<file path="src/rtl/etr_pkg.sv">
package etr_pkg;
  typedef enum logic [2:0] {
    ST_IDLE  = 3'd0,
    ST_START = 3'd1,
    ST_BITS  = 3'd2,
    ST_STOP  = 3'd3,
    ST_HOLD  = 3'd4
  } etr_state_e;
endpackage

</file>
<file path="src/rtl/etr_filter.sv">
// Synchroniser, 3-sample majority vote and edge detect for the serial line.
module etr_filter #(
  parameter int SYNC_DEPTH = 2
) (
  input  logic clk,
  input  logic rst_n,
  input  logic line_i,
  output logic level_o,
  output logic edge_o
);
  logic [SYNC_DEPTH-1:0] sync_q, sync_d;
  logic [2:0]            hist_q, hist_d;
  logic                  level_q, level_d;
  logic                  prev_q;

  always_comb begin
    sync_d  = {sync_q[SYNC_DEPTH-2:0], line_i};
    hist_d  = {hist_q[1:0], sync_q[SYNC_DEPTH-1]};
    level_d = (hist_q[0] & hist_q[1]) | (hist_q[0] & hist_q[2]) |
              (hist_q[1] & hist_q[2]);
  end

  always_ff @(posedge clk or negedge rst_n) begin
    if (!rst_n) begin
      sync_q  <= '1;
      hist_q  <= '1;
      level_q <= 1'b1;
      prev_q  <= 1'b1;
    end else begin
      sync_q  <= sync_d;
      hist_q  <= hist_d;
      level_q <= level_d;
      prev_q  <= level_q;
    end
  end

  assign level_o = level_q;
  assign edge_o  = level_q ^ prev_q;
endmodule

</file>
<file path="src/rtl/etr_timer.sv">
// Down-counting bit timer; tick_o marks a sample point.
module etr_timer #(
  parameter int DIV_W = 16
) (
  input  logic             clk,
  input  logic             rst_n,
  input  logic [DIV_W-1:0] div_i,
  input  logic             reload_half_i,
  output logic             tick_o
);
  localparam logic [DIV_W-1:0] ONE = DIV_W'(1);

  logic [DIV_W-1:0] cnt_q, cnt_d;

  always_comb begin
    if (reload_half_i)
      cnt_d = (div_i >> 1) - ONE;
    else if (cnt_q == '0)
      cnt_d = div_i - ONE;
    else
      cnt_d = cnt_q - ONE;
  end

  always_ff @(posedge clk or negedge rst_n) begin
    if (!rst_n) cnt_q <= '0;
    else        cnt_q <= cnt_d;
  end

  assign tick_o = (cnt_q == '0);
endmodule

</file>
<file path="src/rtl/etr_fsm.sv">
// Character framing: start check, bit collection, stop check, error hold.
module etr_fsm
  import etr_pkg::*;
#(
  parameter int DATA_BITS = 7
) (
  input  logic                 clk,
  input  logic                 rst_n,
  input  logic                 level_i,
  input  logic                 edge_i,
  input  logic                 tick_i,
  output logic                 reload_o,
  output logic                 frame_o,
  output logic [DATA_BITS-1:0] data_o,
  output logic                 valid_o,
  output logic                 err_o,
  output logic                 idle_o
);
  localparam int              NBITS = DATA_BITS + 1;
  localparam int              IDX_W = $clog2(NBITS);
  localparam logic [IDX_W-1:0] LAST = IDX_W'(NBITS - 1);

  etr_state_e           state_q, state_d;
  logic [IDX_W-1:0]     idx_q, idx_d;
  logic [NBITS-1:0]     shift_q, shift_d;
  logic                 frame_q, frame_d;
  logic [DATA_BITS-1:0] data_q, data_d;
  logic                 valid_q, valid_d;
  logic                 err_q, err_d;

  always_comb begin
    state_d  = state_q;
    idx_d    = idx_q;
    shift_d  = shift_q;
    frame_d  = frame_q;
    data_d   = data_q;
    valid_d  = 1'b0;
    err_d    = 1'b0;
    reload_o = 1'b0;
    unique case (state_q)
      ST_IDLE: begin
        if (edge_i && !level_i) begin
          reload_o = 1'b1;
          state_d  = ST_START;
        end
      end
      ST_START: begin
        if (tick_i) begin
          if (!level_i) begin
            state_d = ST_BITS;
            idx_d   = '0;
          end else begin
            state_d = ST_IDLE;
          end
        end
      end
      ST_BITS: begin
        if (tick_i) begin
          shift_d = {level_i, shift_q[NBITS-1:1]};
          if (idx_q == LAST) state_d = ST_STOP;
          else               idx_d   = idx_q + IDX_W'(1);
        end else if (edge_i) begin
          reload_o = 1'b1;
        end
      end
      ST_STOP: begin
        if (tick_i) begin
          if (level_i) begin
            valid_d = 1'b1;
            frame_d = shift_q[0];
            data_d  = shift_q[NBITS-1:1];
            state_d = ST_IDLE;
          end else begin
            err_d   = 1'b1;
            state_d = ST_HOLD;
          end
        end else if (edge_i) begin
          reload_o = 1'b1;
        end
      end
      ST_HOLD: begin
        if (level_i) state_d = ST_IDLE;
      end
      default: state_d = ST_IDLE;
    endcase
  end

  always_ff @(posedge clk or negedge rst_n) begin
    if (!rst_n) begin
      state_q <= ST_IDLE;
      idx_q   <= '0;
      shift_q <= '0;
      frame_q <= 1'b0;
      data_q  <= '0;
      valid_q <= 1'b0;
      err_q   <= 1'b0;
    end else begin
      state_q <= state_d;
      idx_q   <= idx_d;
      shift_q <= shift_d;
      frame_q <= frame_d;
      data_q  <= data_d;
      valid_q <= valid_d;
      err_q   <= err_d;
    end
  end

  assign frame_o = frame_q;
  assign data_o  = data_q;
  assign valid_o = valid_q;
  assign err_o   = err_q;
  assign idle_o  = (state_q == ST_IDLE);
endmodule

</file>
<file path="src/rtl/edge_track_rx.sv">
module edge_track_rx #(
  parameter int DIV_W      = 16,
  parameter int DATA_BITS  = 7,
  parameter int SYNC_DEPTH = 2
) (
  input  logic                 clk,
  input  logic                 rst_n,
  input  logic                 rx_line,
  input  logic [DIV_W-1:0]     bit_div,
  output logic                 frame_bit,
  output logic [DATA_BITS-1:0] data_out,
  output logic                 valid,
  output logic                 frame_err,
  output logic                 idle
);
  logic line_lvl;
  logic line_edge;
  logic sample_tick;
  logic recentre;

  etr_filter #(.SYNC_DEPTH(SYNC_DEPTH)) u_filter (
    .clk     (clk),
    .rst_n   (rst_n),
    .line_i  (rx_line),
    .level_o (line_lvl),
    .edge_o  (line_edge)
  );

  etr_timer #(.DIV_W(DIV_W)) u_timer (
    .clk           (clk),
    .rst_n         (rst_n),
    .div_i         (bit_div),
    .reload_half_i (recentre),
    .tick_o        (sample_tick)
  );

  etr_fsm #(.DATA_BITS(DATA_BITS)) u_fsm (
    .clk      (clk),
    .rst_n    (rst_n),
    .level_i  (line_lvl),
    .edge_i   (line_edge),
    .tick_i   (sample_tick),
    .reload_o (recentre),
    .frame_o  (frame_bit),
    .data_o   (data_out),
    .valid_o  (valid),
    .err_o    (frame_err),
    .idle_o   (idle)
  );
endmodule

</file>
<file path="config.mk">
export PLATFORM = sky130hd
export DESIGN_NAME = edge_track_rx
export DESIGN_NICKNAME = d
export VERILOG_FILES = /design/src/rtl/etr_pkg.sv /design/src/rtl/etr_filter.sv /design/src/rtl/etr_timer.sv /design/src/rtl/etr_fsm.sv /design/src/rtl/edge_track_rx.sv
export SDC_FILE = /design/constraint.sdc
export NUM_CORES = 1
export LEC_CHECK = 0
export CORE_ASPECT_RATIO = 0.5
export CORE_MARGIN = 2
export CORE_UTILIZATION = 28
export CTS_CLUSTER_DIAMETER = 150
export DETAILED_ROUTE_END_ITERATION = 10
export DONT_BUFFER_PORTS = 1
export PLACE_DENSITY_LB_ADDON = 0.25
export SYNTH_ARGS = -nofsm -noshare
export SYNTH_HDL_FRONTEND = slang
export SYNTH_SLANG_ARGS = --single-unit
</file>
<file path="constraint.sdc">
create_clock -name clk -period 3.65 [get_ports clk]
set_input_delay 0.1825 -clock clk [delete_from_list [all_inputs] [get_ports clk]]
set_output_delay 0.1825 -clock clk [all_outputs]
set_load 0.1 [all_outputs]
</file>
==> flow_results.org, run 1 <==
** Run status
- The flow ran to the end, and the final reports show no timing, DRC or antenna violations.

** Global route
- The initial antenna violation count came to 0.
- Global-route wire length before repair :: 9670 um
- Global route overflow :: 0
- Across every metal layer, demand over resource in global routing totals 0.128.
- Number of global-route vias before repair :: 1,867
- Entering global routing, the biggest net connects 48 pins.

** Drt
- After detailed routing, the average wire length per cell comes to 15.9 um.
- The detail route stage leaves a number of antenna-violating nets equal to 0.
- Vias per Instance :: 5.01
- Drt initial violations :: 192
- Total DRC errors in the routed layout :: 0
- Wires add up to 5610 um.
- Vias post-DR :: 1,770
- The first detailed-routing pass took 4 iterations.

** Cells and area
- 0 antenna diodes ended up in the layout.
- In the final layout, the share of cells above drive strength 1 is 0.284.
- Number of nets at the end of the flow :: 258
- From synthesis to final layout, the design area changed by 14.9%.
- Most used cells in the layout excluding fill and tap cells :: 40 x dfrtp_1, 29 x nor2_1, 17 x mux2_2, 16 x a21oi_1, 13 x nand2_1
- The layout has 884 filler cells.
- Most common cell after layout, fill and taps aside :: dfrtp_1

** Power and ir drop
- Total power for the finished layout comes to 1.65 mW.
- IR analysis of the VDD net gives a maximum drop of 205 uV.
- Total power divided by cell area :: 579 nW/um^2
- Static leakage :: 1.20 nW
- The share of total power dissipated in sequential elements is 0.436.
- The share of total power dissipated in combinational logic is 0.286.
- Internal Power :: 1.10 mW
- The share of total power dissipated in the clock network is 0.277.
- The analysis attributes to net switching a power of 0.547 mW.
- Of the total power, the share spent switching nets is 0.332.

** Setup path
- At the worst endpoint, the required time is 3.85 ns.
- Arrival time worst endpoint :: 3.45 ns
- Sort of element at the end of the critical path :: flip-flop
- Startpoint of the worst setup timing path :: u_filter.level_o$_DFF_PN1_
- The worst setup path is launched from a flip-flop.
- Worst reg2reg startpoint :: u_filter.level_o$_DFF_PN1_
- Setup CP Type :: flip-flop to flip-flop
- Crit Path Max Fanout :: 8

** Die
- For this configuration, the core starts out at a cell density of 0.286.
- Boundary pin count :: 30
- The floorplan has 24 rows.
- The die covers 9660 sq um.
- Height of the die :: 70.5 um
- In this run the horizontal extent of the chip is 137 um.
- Area of the core :: 8650 sq um

** STA
- Setup violations remaining at the end of the flow were counted as 0.
- Smallest hold slack :: 0.0593 ns
- Final-layout setup total negative slack :: 0 ns
- Crit share post-route :: 0.891
- Max-slew headroom :: 0.395
- Counting I/O delays and the setup requirement, the final critical path takes 3.25 ns.
- Count of final max-slew check failures :: 0
- Final number of hold-violating endpoints :: 0
- For this run, the top clock speed supported by timing is 307 MHz.
- Worst setup slack after layout :: 0.397 ns
- Worst clock skew on the final layout :: 0.00385 ns
- Actual slew at the worst max-slew pin :: 0.908 ns
- RSZ-0062 raised after global routing :: no

** Worst hold path
- In this run the most critical hold path is launched from bit_div[1].
- Min-Delay Path Class :: input port to flip-flop

** Flow run
- Number of violations of the max-capacitance limit :: 0

** Yosys
- The most used flip-flop cell after synthesis is dfrtp_1.
- In this run, synthesis produced a sequential element count of 47.
- Share of the synthesized area in the top cell type :: 0.404
- Most area-consuming cells after synthesis :: dfrtp_1 40%, mux2_2 7.7%, dfstp_2 7.4%
- Gate count of the mapped netlist :: 228
- In this run the cell area of the synthesized design comes to 2480 sq um.
- After synthesis, the share of flip-flops with an asynchronous set or reset is 1.00.
- Averaged over all synthesized cells, the footprint is 10.9 sq um.
- Count of warnings emitted by yosys :: 0
- Counting distinct cell types in the post-synthesis netlist gives 47.
- The synthesized design contains 0 enable-type register cells.
- The number of nets in the synthesized netlist is 251.
- The share of the Yosys chip area taken by registers is 0.478.
- Library cell occupying the most area in the post-synthesis netlist :: dfrtp_1

** Placement
- Routability cong. :: 0.839
- The HPWL after detailed placement is 3950 um.
- Worst slack at placement :: 0.324 ns
- Number of buffer cells added on primary ports :: 0

** CTS
- CTS Root Cell :: clkbuf_16
- Source-to-sink clock delay at the later pin of the worst-skew pair :: 0.28 ns
- Clock tree synthesis inserted a total of 5 buffers.
- Clock-pin slew was measured on the worst setup and hold paths at 0.07 ns.
- CTS H-Tree Depth :: 2
- No sink is reached through more buffers than the 2 on the longest clock path.
- Setup fix buffers added after clock tree synthesis :: 0
- TritonCTS built the clock tree.
- The clock net in this run drives a total of 47 sinks.
==> cell type report <==
type / count / area [sq um] / share of cell area
clock buffers: 6 / 129 / 0.0453
clock inverters: 2 / 17.5 / 0.00615
inverters: 3 / 11.3 / 0.00396
multi-input cells: 167 / 1230 / 0.432
flip-flops and latches: 47 / 1180 / 0.416
well taps: 117 / 146 / 0.0514
repair buffers: 11 / 128 / 0.0448
==> cell usage after synthesis, drive strengths merged, types with 2 or more instances <==
cell type,count
nor4,5
inv,3
nor3,12
dfrtp,40
xor2,6
a21oi,16
o2bb2ai,5
o21ai,13
a22oi,9
ha,4
nor4b,2
mux2,18
dfstp,7
buf,6
or2,2
clkbuf,5
nand4,2
nand2,13
nor2,29
nor3b,2
xnor2,7
a31oi,2
a32o,2
nand3,2
==> state kept, by name (all words and copies together) (netlist names) <==
| signal | count |
|---|---|
| u_filter.level_o | 1 |
| u_fsm.data_o | 7 |
| u_filter.sync_q | 2 |
| u_fsm.frame_o | 1 |
| u_filter.hist_q | 3 |
| u_timer.cnt_q | 16 |
| u_fsm.shift_q | 8 |
| u_fsm.state_q | 3 |
| u_fsm.err_o | 1 |
| u_fsm.idx_q | 3 |
| u_filter.prev_q | 1 |
| u_fsm.valid_o | 1 |
==> power groups by stage <==
stage	sequential [mW]	combinational (mW)	clock [mW]
finish	0.719	0.472	0.457
global route	0.731	0.536	0.488
CTS	0.718	0.469	0.473
detailed placement	0.727	0.449	0
global placement	0.725	0.439	0
floorplan	0.690	0.387	0
==> layer usage <==
metal / part of all wire / vias up / track usage
met3: 0.062 / 6 / 0.0392
met2: 0.48 / 43 / 0.213
met1: 0.44 / 878 / 0.159
met5: 0 / - / 0
met4: 0.012 / 0 / 0.0412
li1: - / 843 / -
==> critical path, cell delays in order (launching register included) <==
cell	delay [ns]
dfstp_2	0.59
inv_1	0.07
ha_1	0.31
or3b_4	0.46
a22o_1	0.20
a22oi_1	0.24
ha_2	0.29
o21ai_0	0.15
nand4bb_2	0.34
o21ai_0	0.22
o31ai_1	0.09
a22oi_1	0.19
==> per-stage QoR <==
step                      area (sq um)  cells   util
after floorplan                   2480    228      -
after global placement            2650    342  0.306
after detailed placement          2650    342  0.306
after CTS                         2840    353  0.329
after global routing              2850    353  0.329
final                             2850    353  0.329
==> path summary, 6_finish.rpt <==
kind	to	slack, ns	cells past startpoint
hold reg to reg	u_filter.hist_q[0]$_DFF_PN1_	0.36	0
min in group asynchronous	u_fsm.state_q[1]$_DFFE_PN0P_	0.39	2
setup reg to reg	u_timer.cnt_q[8]$_DFF_PN0_	0.40	11
hold / removal	u_timer.cnt_q[0]$_DFF_PN0_	0.06	1
max in group asynchronous	u_filter.prev_q$_DFF_PN1_	2.99	2
setup / recovery	u_timer.cnt_q[8]$_DFF_PN0_	0.40	11
==> kinds of logic after synthesis <==
| kind of cell | after synthesis | synth area share |
|---|---|---|
| simple gates | 77 | 0.186 |
| mux | 18 | 0.0833 |
| flops | 47 | 0.478 |
| compound gates | 54 | 0.150 |
| xor+xnor | 13 | 0.0460 |
| fa+ha+maj | 5 | 0.0242 |
| buf+inv | 14 | 0.0318 |
==> what timing repair did <==
item / in CTS / in global routing
resized for setup: 0 / 2
hold buffers: 3 / 0
endpoints found under the setup margin: 0 / 1
endpoints found under the hold margin: 48 / 0
(Power assumes the default switching activity.)
==> run 2, diff against run 1 <==
CORE_UTILIZATION = 46   (was 28)
==> flow_results.org, run 2 (synthesis gave the netlist of run 1 again) <==
** Drt
- Vias post-DR :: 1,727 (was 1,770)
- The per-cell via count in the routed design was 5.68 (was 5.01).
- First drt pass iteration count :: 4 (unchanged)
- The number of design rule violations left after detail routing is 0 (unchanged).
- Per-cell routed wire length :: 16.5 um (was 15.9 um)
- Drt initial violations :: 98 (was 192)
- The uppermost layer routed was met4 (unchanged).
- The residual antenna-violating net count after detailed routing came to 0 (unchanged).
- Detailed route wirelength on metal2 :: 2270 um (was 2710 um)
- Post-detailed-routing wire length :: 5020 um (was 5610 um)
- Length of routed met3 wiring :: 327 um (was 347 um)
- The sum of routed wire segments on met1 was 2360 um (was 2480 um).

** Cells and area
- The signed area change from the synthesized netlist to the final layout came to 9.29% (was 14.9%).
- Post-layout instance count excluding filler cells :: 304 (was 353)
- The total of fill cells in the finished design is 468 (was 884).
- The number of diodes added for antenna fixing was 0 (unchanged).
- Most flop-heavy register :: u_timer.cnt_q (unchanged)
- Fraction of layout cells with a size suffix above 1 :: 0.269 (was 0.284)
- The leading cell type in the layout, fill and taps excluded is dfrtp_1 (unchanged).
- Number of flip-flops under the largest register name :: 16 (unchanged)
- The number of nets in the layout was 256 (was 258).
- Most used cells in the layout excluding fill and tap cells :: 40 x dfrtp_1, 29 x nor2_1, 17 x mux2_2, 16 x a21oi_1, 13 x nand2_1 (unchanged)

** Setup path
- Max stage delay cell, worst path :: dfstp_2 (unchanged)
- The classification of the worst setup path is flip-flop to flip-flop (unchanged).
- The critical register-to-register path startpoint was u_filter.level_o$_DFF_PN1_ (unchanged).
- Destination of the worst register-to-register timing path :: u_timer.cnt_q[8]$_DFF_PN0_ (unchanged)
- The sort of element at the end of the critical path was a flip-flop (unchanged).
- The worst-case register-to-register setup slack was 0.40 ns (about the same).
- The buffer and inverter count on the worst path is 1 (unchanged).
- Cell chain of the critical path :: inv_1 -> ha_1 -> or3b_1 -> a22o_1 -> a22oi_1 -> ha_1 -> o21ai_0 -> nand4bb_2 -> o21ai_0 -> o31ai_1 -> a22oi_1 (was inv_1 -> ha_1 -> or3b_4 -> a22o_1 -> a22oi_1 -> ha_2 -> o21ai_0 -> nand4bb_2 -> o21ai_0 -> o31ai_1 -> a22oi_1)
- The delay contributed by the slowest stage of the critical path was 0.59 ns (about the same).
- The kind of cell adding the most delay to the critical path is compound AO/OA/AOI/OAI gates (unchanged).
- Worst setup SP type :: flip-flop (unchanged)
- Crit Path Max Fanout :: 7 (was 8)
- The data arrival time of the critical path came to 3.47 ns (was 3.45 ns).
- The critical path data required time came to 3.87 ns (was 3.85 ns).
- The worst reg2reg path depth is 11 (unchanged).

** STA
- RSZ-0062 raised after global routing :: no (unchanged)
- The clock tree skew after final layout was 0.00916 ns (was 0.00385 ns).
- Max-slew headroom :: 0.403 (was 0.395)
- Crit share post-route :: 0.891 (about the same)
- The final-report max-slew violation count is 0 (unchanged).
- The count of endpoints failing setup in the final report is 0 (unchanged).
- The peak clock frequency supported by timing came to 308 MHz (was 307 MHz).
- Final-layout setup total negative slack :: 0 ns (unchanged)
- Post-layout minimum cycle time :: 3.25 ns (about the same)
- Actual slew at the worst max-slew pin :: 0.896 ns (was 0.908 ns)
- Final number of hold-violating endpoints :: 0 (unchanged)

** CTS
- Hold bufs inserted after CTS :: 3 (unchanged)
- The number of cells upsized or downsized after cts came to 0 (unchanged).
- The total clock sinks was 47 (unchanged).
- The maximum buffer depth of the clock tree came to 2 (unchanged).
- The number of buffers inserted during clock tree synthesis was 5 (unchanged).
- The later-pin clock latency in the skew report came to 0.30 ns (was 0.28 ns).
- The deepest level of the CTS H-tree was 2 (unchanged).
- CTS Root Cell :: clkbuf_8 (was clkbuf_16)
- The number of post-CTS setup repair buffers was 0 (unchanged).
- Clock transition at the registers of the reported paths :: 0.09 ns (was 0.07 ns)
- The CTS tree was built (unchanged).

** Placement
- The final weighted congestion in routability-driven placement was 0.878 (was 0.839).
- The cell count after placement was 293 (was 342).
- Number of buffer cells added on primary ports :: 0 (unchanged)
- Placed wire-length estimate after detailed placement :: 3500 um (was 3950 um)

** Power and ir drop
- Total power divided by cell area :: 557 nW/um^2 (was 579 nW/um^2)
- The maximum vdd ir drop is 237 uV (was 205 uV).
- Static leakage :: 1.16 nW (was 1.20 nW)

** Global route
- Largest net degree at the start of global routing :: 48 (unchanged)
- The via count of the first global-routing pass is 1,688 (was 1,867).
- The global-route usage over all layers is 0.177 (was 0.128).
- The wire length of the first global-routing pass came to 8270 um (was 9670 um).
- Global route overflow :: 0 (unchanged)
- Antenna violations before repair :: 0 (unchanged)

** Worst hold path
- Min-Delay Path Class :: input port to flip-flop (unchanged)
- Worst hold path startpoint :: bit_div[1] (unchanged)
- The hold-critical path endpoint was u_timer.cnt_q[0]$_DFF_PN0_ (unchanged).
- Cells on Worst Hold Path :: 1 (unchanged)

** Flow run
- The number of maximum-capacitance violations is 0 (unchanged).

** Die
- The initial core utilization is 0.491 (was 0.286).
- Height of the die :: 55.9 um (was 70.5 um)
- Boundary pin count :: 30 (unchanged)
- Chip width :: 108 um (was 137 um)
- Number of rows in the core area :: 18 (was 24)
- Area of the core :: 5040 sq um (was 8650 sq um)
- The overall die area is 6020 sq um (was 9660 sq um).

** Run status
- Run status: finished, final reports clean (unchanged).
==> run 2: worst register-to-register path: cells and delay by family (launching register included) <==
kind | cells | cell delay (ns)
compound gates | 6 | 1.09
fa+ha+maj | 2 | 0.58
buf+inv | 1 | 0.07
flops | 1 | 0.59
simple gates | 2 | 0.84
==> run 2: worst max path at each step <==
stage	depth (start not counted)	endpoint	startpoint
3_3_place_gp	11	u_timer.cnt_q[8]$_DFF_PN0_	u_filter.level_o$_DFF_PN1_
6_report	11	u_timer.cnt_q[8]$_DFF_PN0_	u_filter.level_o$_DFF_PN1_
5_1_grt	11	u_timer.cnt_q[8]$_DFF_PN0_	u_filter.level_o$_DFF_PN1_
4_1_cts	11	u_timer.cnt_q[8]$_DFF_PN0_	u_filter.level_o$_DFF_PN1_
3_5_place_dp	11	u_timer.cnt_q[8]$_DFF_PN0_	u_filter.level_o$_DFF_PN1_
2_1_floorplan	14	u_timer.cnt_q[8]$_DFF_PN0_	u_filter.level_o$_DFF_PN1_
==> run 2: where the power goes <==
group          switching (mW)  internal [mW]  leakage, nW
Combinational           0.249          0.222        0.520
Sequential             0.0960          0.618        0.600
Clock                   0.186          0.138       0.0418
Total                   0.530          0.977         1.16
==> run 2: area by class of cell <==
type | count | area, sq um | area share
Tap cell | 70 | 87.6 | 0.0323
Multi-Input combinational cell | 167 | 1220 | 0.452
Clock inverter | 2 | 16.3 | 0.00601
Sequential cell | 47 | 1180 | 0.438
Inverter | 3 | 11.3 | 0.00416
Clock buffer | 6 | 72.6 | 0.0268
Timing Repair Buffer | 9 | 110 | 0.0407
==> run 2: layer usage <==
| layer | vias to the layer above | GRT usage |
|---|---|---|
| met5 | - | 0 |
| met2 | 50 | 0.257 |
| met4 | 0 | 0.0513 |
| met1 | 839 | 0.259 |
| met3 | 7 | 0.0504 |
| li1 | 831 | - |
==> run 2: per-stage QoR <==
stage / power, mW / utilization / hold slack [ns] / area [sq um] / setup WS [ns]
after CTS: 1.51 / 0.537 / 0.0200 / 2710 / 0.396
final: 1.51 / 0.537 / 0.0269 / 2710 / 0.399
after floorplan: 1.08 / - / -0.113 / 2480 / 0.342
after global routing: 1.60 / 0.537 / 0.0331 / 2710 / 0.157
after global placement: 1.16 / 0.510 / -0.112 / 2570 / 0.553
after detailed placement: 1.17 / 0.510 / -0.112 / 2570 / 0.419
